[config.mk]
export PLATFORM = sky130hd
export DESIGN_NAME = i2c_phase_timer
export DESIGN_NICKNAME = d
export VERILOG_FILES = /design/src/rtl/i2c_phase_pkg.sv /design/src/rtl/i2c_line_filter.sv /design/src/rtl/i2c_seg_timer.sv /design/src/rtl/i2c_phase_timer.sv
export SDC_FILE = /design/constraint.sdc
export NUM_CORES = 1
export LEC_CHECK = 0
export ABC_AREA = 1
export BUFFER_PORTS_ARGS = -buffer_cell sky130_fd_sc_hd__buf_2
export CAP_MARGIN = 20
export CORE_UTILIZATION = 48
export CTS_CLUSTER_DIAMETER = 60
export DETAILED_ROUTE_END_ITERATION = 12
export HOLD_SLACK_MARGIN = 0.12
export PLACE_DENSITY = 0.85
export SYNTH_ARGS = -nofsm -noshare
export SYNTH_HDL_FRONTEND = slang
export SYNTH_SLANG_ARGS = --single-unit
[constraint.sdc]
create_clock -name clk -period 6 [get_ports clk]
set_clock_uncertainty 0.05 [all_clocks]
set_input_delay 1.2 -clock clk [delete_from_list [all_inputs] [get_ports clk]]
set_output_delay 1.2 -clock clk [all_outputs]
set_load 0.005 [all_outputs]
[src/rtl/i2c_phase_pkg.sv]
package i2c_phase_pkg;

   localparam int CNT_W  = 8;
   localparam int FILT_W = 3;

   typedef enum logic [2:0] {
      PH_START_SU = 3'd0,
      PH_START_HD = 3'd1,
      PH_STOP_SU  = 3'd2,
      PH_RS_REL   = 3'd3,
      PH_BIT      = 3'd4
   } phase_e;

   typedef enum logic [2:0] {
      ST_IDLE,
      ST_HOLD,
      ST_LOW,
      ST_REL,
      ST_HIGH,
      ST_FALL
   } state_e;

   typedef struct packed {
      logic [CNT_W-1:0]  start_su;
      logic [CNT_W-1:0]  start_hd;
      logic [CNT_W-1:0]  stop_su;
      logic [CNT_W-1:0]  data_su;
      logic [CNT_W-1:0]  low;
      logic [CNT_W-1:0]  high;
      logic [CNT_W-1:0]  div;
      logic [CNT_W-1:0]  rs_rel;
      logic [CNT_W-1:0]  hold;
      logic [FILT_W-1:0] filt;
   } timing_t;

   // Field positions are fixed by the software that packs the words.
   function automatic timing_t unpack_timing(input logic [31:0] wa,
                                             input logic [31:0] wb,
                                             input logic [31:0] wc,
                                             input logic [31:0] wd,
                                             input logic [31:0] wm);
      timing_t t;
      t.start_su = wa[24 +: CNT_W];
      t.start_hd = wa[16 +: CNT_W];
      t.stop_su  = wa[8 +: CNT_W];
      t.data_su  = wb[24 +: CNT_W];
      t.low      = wb[8 +: CNT_W];
      t.high     = wb[0 +: CNT_W];
      t.div      = wc[16 +: CNT_W];
      t.rs_rel   = wc[0 +: CNT_W];
      t.hold     = wd[0 +: CNT_W];
      t.filt     = wm[16 +: FILT_W];
      return t;
   endfunction

endpackage

[src/rtl/i2c_line_filter.sv]
module i2c_line_filter #(
   parameter int SYNC_STAGES = 2,
   parameter int FILT_W      = 3,
   parameter bit FILTER_EN   = 1'b1
) (
   input  logic              clk,
   input  logic              rst_n,
   input  logic              line_in,
   input  logic [FILT_W-1:0] filt_len,
   output logic              line_q
);

   initial begin
      assert (SYNC_STAGES >= 2) else $error("line filter needs two or more sync stages");
      assert (FILT_W >= 1) else $error("filter count width must be positive");
   end

   logic [SYNC_STAGES-1:0] sync_q;
   logic                   samp;

   always_ff @(posedge clk or negedge rst_n) begin
      if (!rst_n) sync_q[0] <= 1'b1;
      else        sync_q[0] <= line_in;
   end

   for (genvar i = 1; i < SYNC_STAGES; i++) begin : g_sync
      always_ff @(posedge clk or negedge rst_n) begin
         if (!rst_n) sync_q[i] <= 1'b1;
         else        sync_q[i] <= sync_q[i-1];
      end
   end

   assign samp = sync_q[SYNC_STAGES-1];

   if (FILTER_EN) begin : g_filter
      logic [FILT_W-1:0] run_q;
      logic              filt_q;

      always_ff @(posedge clk or negedge rst_n) begin
         if (!rst_n) begin
            filt_q <= 1'b1;
            run_q  <= '0;
         end else if (samp == filt_q) begin
            run_q <= '0;
         end else if (run_q == filt_len) begin
            filt_q <= samp;
            run_q  <= '0;
         end else begin
            run_q <= run_q + 1'b1;
         end
      end

      assign line_q = filt_q;

      // a new filtered level is only ever one the synchronizer just showed
      a_r6_commit_matches_sample: assert property (@(posedge clk) disable iff (!rst_n)
         (filt_q != $past(filt_q)) |-> ($past(samp) == filt_q));
   end else begin : g_bypass
      logic unused_filt_len;
      assign unused_filt_len = ^filt_len;
      assign line_q = samp;
   end

endmodule

[src/rtl/i2c_seg_timer.sv]
module i2c_seg_timer #(
   parameter int DIV_W = 8,
   parameter int CNT_W = 8
) (
   input  logic             clk,
   input  logic             rst_n,
   input  logic             clr,
   input  logic             run,
   input  logic [DIV_W-1:0] div,
   input  logic [CNT_W-1:0] limit,
   output logic [CNT_W-1:0] tick_idx,
   output logic             seg_last
);

   initial begin
      assert (DIV_W >= 1 && CNT_W >= 1) else $error("timer widths must be positive");
   end

   logic [DIV_W-1:0] pre_q;
   logic             pre_wrap;

   assign pre_wrap = (pre_q == div);

   always_ff @(posedge clk or negedge rst_n) begin
      if (!rst_n) begin
         pre_q    <= '0;
         tick_idx <= '0;
      end else if (clr) begin
         pre_q    <= '0;
         tick_idx <= '0;
      end else if (run) begin
         if (pre_wrap) begin
            pre_q    <= '0;
            tick_idx <= tick_idx + 1'b1;
         end else begin
            pre_q <= pre_q + 1'b1;
         end
      end
   end

   assign seg_last = run && pre_wrap && (tick_idx == limit);

   // a running segment never counts past its programmed length
   a_r2_tick_in_range: assert property (@(posedge clk) disable iff (!rst_n)
      run |-> (tick_idx <= limit));

endmodule

[src/rtl/i2c_phase_timer.sv]
module i2c_phase_timer
   import i2c_phase_pkg::*;
#(
   parameter int SYNC_STAGES = 2,
   parameter bit FILTER_EN   = 1'b1
) (
   input  logic        clk,
   input  logic        rst_n,
   input  logic        req_valid,
   input  logic [2:0]  req_phase,
   output logic        req_ready,
   input  logic [31:0] tim_a,
   input  logic [31:0] tim_b,
   input  logic [31:0] tim_c,
   input  logic [31:0] tim_d,
   input  logic [31:0] mode_word,
   input  logic        scl_in,
   output logic        scl_drive_low,
   output logic        sda_chg_en,
   output logic        phase_done
);

   localparam int SUM_W = CNT_W + 1;

   timing_t          cfg;
   state_e           st_q, st_d;
   phase_e           ph_q;
   logic             line_q;
   logic             counting, seg_last, accept, code_ok;
   logic [CNT_W-1:0] seg_limit, tick_idx;
   logic [SUM_W-1:0] setup_end;
   logic             unused_words;

   assign cfg = unpack_timing(tim_a, tim_b, tim_c, tim_d, mode_word);
   assign unused_words = ^{tim_a[7:0], tim_b[23:16], tim_c[31:24], tim_c[15:8],
                           tim_d[31:8], mode_word[31:19], mode_word[15:0]};

   i2c_line_filter #(
      .SYNC_STAGES (SYNC_STAGES),
      .FILT_W      (FILT_W),
      .FILTER_EN   (FILTER_EN)
   ) u_filter (
      .clk      (clk),
      .rst_n    (rst_n),
      .line_in  (scl_in),
      .filt_len (cfg.filt),
      .line_q   (line_q)
   );

   assign counting = (st_q == ST_HOLD) || (st_q == ST_LOW) || (st_q == ST_HIGH);

   always_comb begin
      unique case (st_q)
         ST_LOW:  seg_limit = cfg.low;
         ST_HIGH: seg_limit = cfg.high;
         default: begin
            unique case (ph_q)
               PH_START_SU: seg_limit = cfg.start_su;
               PH_START_HD: seg_limit = cfg.start_hd;
               PH_STOP_SU:  seg_limit = cfg.stop_su;
               default:     seg_limit = cfg.rs_rel;
            endcase
         end
      endcase
   end

   i2c_seg_timer #(
      .DIV_W (CNT_W),
      .CNT_W (CNT_W)
   ) u_timer (
      .clk      (clk),
      .rst_n    (rst_n),
      .clr      (!counting || seg_last),
      .run      (counting),
      .div      (cfg.div),
      .limit    (seg_limit),
      .tick_idx (tick_idx),
      .seg_last (seg_last)
   );

   assign phase_done = ((st_q == ST_HOLD) && seg_last) || ((st_q == ST_FALL) && !line_q);
   assign req_ready  = (st_q == ST_IDLE) || phase_done;
   assign code_ok    = (req_phase <= 3'd4);
   assign accept     = req_valid && req_ready && code_ok;

   always_comb begin
      st_d = st_q;
      if (accept) begin
         st_d = (phase_e'(req_phase) == PH_BIT) ? ST_LOW : ST_HOLD;
      end else if (phase_done) begin
         st_d = ST_IDLE;
      end else begin
         unique case (st_q)
            ST_LOW:  if (seg_last) st_d = ST_REL;
            ST_REL:  if (line_q)   st_d = ST_HIGH;
            ST_HIGH: if (seg_last) st_d = ST_FALL;
            default: st_d = st_q;
         endcase
      end
   end

   always_ff @(posedge clk or negedge rst_n) begin
      if (!rst_n) begin
         st_q          <= ST_IDLE;
         ph_q          <= PH_START_SU;
         scl_drive_low <= 1'b0;
      end else begin
         st_q <= st_d;
         if (accept) ph_q <= phase_e'(req_phase);
         unique case (st_d)
            ST_LOW, ST_FALL:         scl_drive_low <= 1'b1;
            ST_REL, ST_HIGH, ST_HOLD: scl_drive_low <= 1'b0;
            default:                 scl_drive_low <= scl_drive_low;
         endcase
      end
   end

   assign setup_end  = {1'b0, tick_idx} + {1'b0, cfg.data_su};
   assign sda_chg_en = (st_q == ST_LOW) && (tick_idx > cfg.hold) &&
                       (setup_end < {1'b0, cfg.low});

   // SDA is only opened while this block holds SCL low
   a_r4_sda_only_low: assert property (@(posedge clk) disable iff (!rst_n)
      sda_chg_en |-> scl_drive_low);

   // the high count begins only after the filtered line read high
   a_r5_high_after_line: assert property (@(posedge clk) disable iff (!rst_n)
      ((st_q == ST_HIGH) && ($past(st_q) == ST_REL)) |-> $past(line_q));

   // an out-of-range code leaves an idle block idle
   a_r8_bad_code_ignored: assert property (@(posedge clk) disable iff (!rst_n)
      ((st_q == ST_IDLE) && req_valid && (req_phase > 3'd4)) |=> (st_q == ST_IDLE));

   // the pull-down holds its level across idle cycles
   a_r11_idle_hold: assert property (@(posedge clk) disable iff (!rst_n)
      ((st_q == ST_IDLE) && ($past(st_q) == ST_IDLE)) |-> $stable(scl_drive_low));

endmodule

Word-level counts from Yosys, hierarchy flattened:

Cells that the tools add are included.
Widths: inputs -> output; s select.

* register bits after elaboration: 29
* input port bits: 167
* output and inout port bits: 4
* logic and storage cells: 76

* add/sub/neg operators: 4
* magnitude comparators: 3
* eq/ne operators: 17
* multiplexer cells: 18
* bitwise operators: 1
* reduce and logical (&&, ||, !) cells: 24

Operators with widths (number)
* $mux 8: 6
* $pmux 8 s3: 1
* $mux 3: 7
* $add 8x1->8 const B: 2
* $eq 8x8->1: 2
* $pmux 8 s2: 1
* $eq 3x2->1 const B: 5
* $eq 3x3->1 const B: 5
* $add 8x8->9: 1
* $eq 3x1->1 const B: 3
* $lt 9x8->1: 1
* $pmux 3 s3: 1
* $gt 8x8->1: 1
* $logic_and 1x1->1: 8
* $logic_not 3->1: 2
* $reduce_bool 2->1: 3
* $logic_or 1x1->1: 5
* $reduce_and 2->1: 2
* $add 3x1->3 const B: 1
* $eq 3x3->1: 1
* $le 3x3->1 const B: 1
* $reduce_or 3->1: 1
* $logic_not 1->1: 2
* $mux 2: 1
* 4 further kinds: 4

Longest topological paths before layout:

Gate-level depths: netlist of the first run.

* word-level depth: 14
* gate-level depth with buffers: 21
* gate-level depth less buffers: 20

Hierarchy:

A second synthesis of the first run with hierarchy kept.

* cell total of the unflattened synthesis: 471
* area total of the unflattened synthesis: 3045.4 µm²

By module, submodules not included
* i2c_phase_timer: times used 1, cells an instance 261, area each 1570.3 µm²
* i2c_seg_timer: times used 1, cells an instance 181, area each 1197.4 µm²
* i2c_line_filter: times used 1, cells an instance 29, area each 277.8 µm²

Least setup slack after synthesis of the first run:

OpenSTA, ideal clock, no wires.

* path type: in2out
* start point: input port tim_b[24]
* end point: output port sda_chg_en
* arrival time: 3.130 ns
* path slack: 1.620 ns
* stages on the path: 11
* buffers on the path: 0
* path through: ha_1 fa_1 xor2_1 ha_1 a21boi_0 o21a_1 o21ai_0 nand2_1 a21oi_1 o21bai_1 a221oi_1

* word-level cells in the longest chain between the ends: 3

RTL lines
* start: declaration: line i2c_phase_timer.sv:13 `input logic [31:0] tim_b,`
* $add 8x8->9: line i2c_phase_timer.sv:118 `assign setup_end = {1'b0, tick_idx} + {1'b0, cfg.data_su};`
* $lt 9x8->1: line i2c_phase_timer.sv:120 `(setup_end < {1'b0, cfg.low});`
* $logic_and 1x1->1: line i2c_phase_timer.sv:119 `assign sda_chg_en = (st_q == ST_LOW) && (tick_idx > cfg.hold) &&`
* end: declaration: line i2c_phase_timer.sv:19 `output logic sda_chg_en,`

No other way between the ends.

Worst setup path after layout of the first run:

Same ends and word-level chain as after synthesis.

==> results of run 1 <==
synthesized netlist by cell type, types with 7 or more instances:
cell type	number	area, um^2
nand2_1	80	300.3
inv_1	68	255.2
nor2_1	48	180.2
nand3_1	46	230.2
dfrtp_1	26	650.6
ha_1	26	325.3
a21oi_1	18	90.09
o21ai_0	16	80.08
xnor2_1	14	122.6
xor2_1	12	105.1
nand4_1	11	68.82
nor3_1	7	35.03
cells by family after synthesis:
logic type / Yosys count
AOI/OAI and AO/OA: 44
xor gates and xnor gates: 26
adders and majority gates: 27
buffers and inverters: 79
DFF: 29
and+or+nand+nor: 209
layout make-up:
type                    instances  area share
repair buffers                 85      0.1248
well taps                      72     0.02643
flip-flops and latches         29      0.2140
inverters                      75     0.08260
multi-input cells             306      0.5268
clock buffers                   7     0.02533
state kept, by name, indices dropped and copies added, names as in the netlist, 3 cells and up:
signal and cells:
u_timer.tick_idx 8, u_timer.pre_q 8, u_filter.g_filter.run_q 3, ph_q 3, st_q 3
worst max-delay path by stage:
stage | end | cells past startpoint
5_1_grt | sda_chg_en | 13
6_report | sda_chg_en | 13
3_5_place_dp | sda_chg_en | 13
4_1_cts | sda_chg_en | 13
2_1_floorplan | sda_chg_en | 11
3_3_place_gp | sda_chg_en | 13
power breakdown:
group / leakage [uW] / switching, uW / internal [uW] / total [uW]
Clock: 0.0000443 / 71.1 / 90.8 / 162
Combinational: 0.00146 / 419 / 241 / 659
Sequential: 0.000376 / 72.6 / 240 / 313
Total: 0.00188 / 562 / 571 / 1130
per-layer routing:
metal	vias to the layer above	wire, um	share of wire	track usage
li1	1506	-	-	-
met1	1251	2975	0.45	0.2635
met2	104	3106	0.47	0.4009
met3	12	402	0.061	0.04253
met4	0	120	0.018	0.07455
met5	-	0	0	0
cells in the final DEF (no fill, tap or decap), drive strengths merged, types with 11 or more instances in the layout:
cell and instances:
nand2 86, a21oi 18, xor2 12, nor2 53
inv 74, dfrtp 26, nand3 49, nand4 11
buf 85, ha 26, o21ai 17, xnor2 14
metrics by stage:
step                worst slack, ns  cells  cell area, um^2    util  hold slack, ns
finish                        1.226    574             3408  0.6078          0.3046
detailed placement            1.224    567             3322  0.5924          0.2968
global placement              1.258    567             3322  0.5924          0.2955
CTS                           1.221    574             3408  0.6078          0.3052
floorplan                     1.620    414             2835       -          0.2952
global route                  1.042    574             3408  0.6078          0.3138
==> results.cfg, run 1 <==
[floorplan]
die-area_um2 = 6218
fp.dieW_um = 78.86
die_h_um = 78.86
rows = 27
pin_count = 171
initial_core_util = 0.5056
coreArea_um2 = 5608

[grt]
grt-ovfl-total = 0
grt_pass1_vias = 2622
antenna_found_initial = 0
grt_max_degree = 30
grt_usage = 0.2224
grt_pass1_wl_um = 10950

[logic_synthesis]
synth.avg_cell_area_um2 = 6.848
synth_area_um2 = 2835
synth_top_family_by_area = simple AND/OR/NAND/NOR gates
yosys.cell_types.count = 37
synth-main-ff-cell = dfrtp_1
synth_edf_count = 0
ys_ff_latch = 29
synth-xor-area-share = 0.08032
yosys.area_share.simple = 0.3451
synth_compound_area_frac = 0.08605
yosysSeqAreaShare = 0.2573
synthArstFlopShare = 1.000
yosysWarnings = 0
synth_nets = 608
synth.area.mux_share = 0
synth_cells = 414
synthAdderAreaFrac = 0.1218

[drt]
wirelength_um = 6604
first_pass_iters = 4
viasPerCell = 5.005
vias = 2873
drt_iter0_markers = 109
drc = 0
detail-route-antenna-nets = 0
wl_per_cell_um = 11.51

[power_and_ir_drop]
p_leak_uw = 0.001883
max-vdd-ir-drop_mv = 0.1900
p_per_area_nw_per_um2 = 332.6
power_uw = 1133

[setup_path]
arrival_ns = 3.52
worstSetupPathType = in -> out
worstSetupStartpoint = tim_b[24]
worstPathRequired_ns = 4.75
max_stage_delay_ns = 0.42
rr_endpoint = scl_drive_low
timing.rr.start = ph_q[0]
crit_path_start_kind = input port
crit_chain = buf_2 > ha_1 > fa_1 > xor2_1 > ha_1 > a21boi_0 > o21a_1 > o21ai_0 > nand2_1 > a21oi_1 > o21bai_1 > a221oi_1 > buf_2
critPathCaptureType = output port
critical_path_buf_inv_count = 2
r2r_cells = 18
cpMaxStageDelayCell = fa_1
rrSetupSlack_ns = 3.52
critPathTopFamily = adder cells
cp_max_fo = 2

[min_path]
hold_depth = 0
hold_class = reg -> reg
min_from = u_filter.sync_q[0]
min_to = u_filter.samp

[cts]
cts-root-buf = clkbuf_8
cts_hold_buf = 0
clkTransAtPathRegs_ns = 0.06
cts_setup_buffers = 0
cts_buffer_depth = 2
htreeDepth = 2
clkLatencyLatePin_ns = 0.28
cts_tree = done
numCtsBuffers = 5
numClockSinks = 29
cts.repair.resized = 0

[cells_and_area]
drive_above_1_share = 0.2311
diodes = 0
fillers = 543
regArea_um2 = 729.5
multi_input_area_um2 = 1795
synthToLayoutAreaGrowth_pct = 20.21
final_nets = 696

[timing]
timing.fmax_ghz = 0.2095
fin_tns_setup_ns = 0
timing.final.crit_period_ns = 4.774
tightest_slew_ns = 0.6361
slew_viol_final = 0
slew_headroom = 0.5759
hold_viol = 0
period_share = 0.7956
finalSetupViolCount = 0
rsz0062_at_grt = false

[run_status]
status = completed

[place]
portBuffers = 85
post-dp-hpwl_um = 5272
place_congestion = 0.8015

[flow_run]
drv_cap = 0
(Power assumes the default switching activity.)
==> run 2, diff against run 1 <==
Settings changed: ABC_AREA 1 to 0, CORE_UTILIZATION 48 to 44, PLACE_DENSITY 0.85 to 0.79.
Clock period 6 ns to 5 ns, I/O delays scaled along.
==> run 2 against run 1 <==
Effect of this change: worst hold slack improved by 0.0022 ns; highest routed layer unchanged; first-iteration DRC count increased by 35%; register-to-register slack got worse by 2.4 ns; non-clock buffer count unchanged; sequential share of layout area increased by 0.81 points; critical path type unchanged; critical endpoint unchanged; routed wire length increased by 0.86%; combinational power decreased by 2%; critical path depth increased by 1.
==> results.cfg, run 2 <==
[cells_and_area]
final_nets = 587
diodes = 0
most-common-layout-cells = buf_2, nor2_1, xor2_1
drive_above_1_share = 0.2868
reg_top3 = u_timer.pre_q x8, u_timer.tick_idx x8
layout_commonest_cell = buf_2
synthToLayoutAreaGrowth_pct = 20.14

[setup_path]
cp_common_cell = a21oi_1
cpMaxStageDelayCell = a211oi_1
cp_max_fo = 2
crit_chain = buf_2 > ha_1 > a21o_1 > a21oi_1 > o21bai_1 > a21oi_1 > o21bai_1 > a21oi_1 > xnor2_1 > ha_1 > nor4_1 > o2111ai_1 > a211oi_1 > buf_2
max_stage_delay_ns = 0.32
arrival_ns = 3.50
crit_path_start_kind = input port
r2r_cells = 9
worstPathRequired_ns = 3.95
worstSetupPathType = in -> out
critPathCaptureType = output port

[floorplan]
initial_core_util = 0.4590
pin_count = 171
coreArea_um2 = 5956
die-area_um2 = 6533
rows = 28
die_h_um = 80.83
fp.dieW_um = 80.83

[cts]
cts.repair.resized = 0
cts_setup_buffers = 0
cts_tree = done
cts_buffer_depth = 2
cts_hold_buf = 0
clkTransAtPathRegs_ns = 0.06
clkLatencyLatePin_ns = 0.27
htreeDepth = 2
cts-root-buf = clkbuf_8
numCtsBuffers = 5
numClockSinks = 29

[logic_synthesis]
synth_most_common_cell = nor2_1
synth_edf_count = 0
yosys.cell_types.count = 48
synth_area_leader_cell = dfrtp_1
synth_cells = 314
yosysWarnings = 0
yosysTopAreaCellShare = 0.2380
synthArstFlopShare = 1.000
synth-main-ff-cell = dfrtp_1
synth_common_cells = nor2_1, xor2_1, dfrtp_1, ha_1, inv_1
synth_nets = 508
yosysSeqAreaShare = 0.2668
synth.avg_cell_area_um2 = 8.707
ys_ff_latch = 29
synth_area_um2 = 2734
yosys-top-cells-area = dfrtp_1, ha_1, xor2_1

[grt]
grt_pass1_wl_um = 11030
grt_max_degree = 30
grt-ovfl-total = 0
grt_usage = 0.2149
antenna_found_initial = 0
grt_pass1_vias = 2510

[drt]
m1WireLength_um = 3122
wl_per_cell_um = 14.20
drc = 0
viasPerCell = 5.412
dr_wl_met2_um = 3064
first_pass_iters = 4
vias = 2538
wirelength_um = 6661
top_layer_used = met4
detail-route-antenna-nets = 0
drt_iter0_markers = 147
routed-wl-met3_um = 386

[timing]
hold_viol = 0
tightest_slew_ns = 0.7217
fin_tns_setup_ns = 0
slew_viol_final = 0
rsz0062_at_grt = false
slew_headroom = 0.5189
timing.final.crit_period_ns = 4.550
timing.fmax_ghz = 0.2198
period_share = 0.9100
finalSetupViolCount = 0

[place]
post-dp-hpwl_um = 5329
place_congestion = 0.8752
portBuffers = 85

[power_and_ir_drop]
max-vdd-ir-drop_mv = 0.2644
p_per_area_nw_per_um2 = 384.6
power_uw = 1263
p_leak_uw = 0.001660

[run_status]
status = completed

[min_path]
hold_class = reg -> reg
hold_depth = 0

[flow_run]
drv_cap = 0
-- run 2: changes by cell type in the layout (fill, tap and decap cells not counted), sizes merged, moves of 11 or more --
cell | before | now
mux2 | 0 | 11
xor2 | 12 | 29
nor2 | 53 | 33
nand3 | 49 | 6
o32ai | 0 | 15
nand2 | 86 | 15
inv | 74 | 24
-- run 2: layer usage --
metal | global-route usage | vias to the layer above
met5 | 0 | -
met4 | 0.05893 | 0
met3 | 0.04157 | 14
met2 | 0.3630 | 77
met1 | 0.2784 | 1156
li1 | - | 1291
-- run 2: cell type report --
cell class              count  area, um^2
clock buffers               7       96.34
clock inverters             1       5.005
fillers                   558        2671
inverters                  24       90.09
multi-input cells         248        1844
flip-flops and latches     29       729.5
well taps                  75       93.84
repair buffers             85       425.4
-- run 2: worst paths after layout --
check,end,from,slack [ns]
setup / recovery,sda_chg_en,tim_b[25],0.45
hold / removal,u_filter.samp,u_filter.sync_q[0],0.31
setup reg to reg,scl_drive_low,st_q[1],1.14
hold reg to reg,u_filter.samp,u_filter.sync_q[0],0.31
max in group asynchronous,st_q[1],rst_n,3.77
min in group asynchronous,u_timer.pre_q[5],rst_n,0.70
-- run 2: power by group --
part | internal, uW | total (uW) | switching (uW)
clock | 124 | 210 | 86.1
combinational | 291 | 644 | 353
sequential | 291 | 409 | 118
-- run 2: worst max-delay path: cells and delay by family --
| family | cells | cell delay (ns) |
|---|---|---|
| AO/OA/AOI/OAI | 8 | 1.48 |
| XOR/XNOR | 1 | 0.09 |
| AND/OR/NAND/NOR | 1 | 0.18 |
| adder cells (fa/ha/maj) | 2 | 0.46 |
| buffers and inverters | 2 | 0.29 |
-- run 2: metrics by stage --
stage | instance area (um^2) | hold WS, ns | utilization | setup slack [ns] | instances
6_report | 3284 | 0.3069 | 0.5515 | 0.4499 | 469
5_1_grt | 3284 | 0.3150 | 0.5515 | 0.2579 | 469
4_1_cts | 3284 | 0.3080 | 0.5515 | 0.4962 | 469
3_5_place_dp | 3183 | 0.2984 | 0.5345 | 0.5040 | 461
3_3_place_gp | 3183 | 0.2968 | 0.5345 | 0.5672 | 461
2_1_floorplan | 2734 | 0.2952 | - | 0.9507 | 314
-- run 2: cells by family after synthesis --
kind of cell / synth area share
fa+ha+maj: 0.1263
buf+inv: 0.05858
flops: 0.2668
xor+xnor: 0.1281
simple gates: 0.1812
compound gates: 0.1886
mux: 0.05034
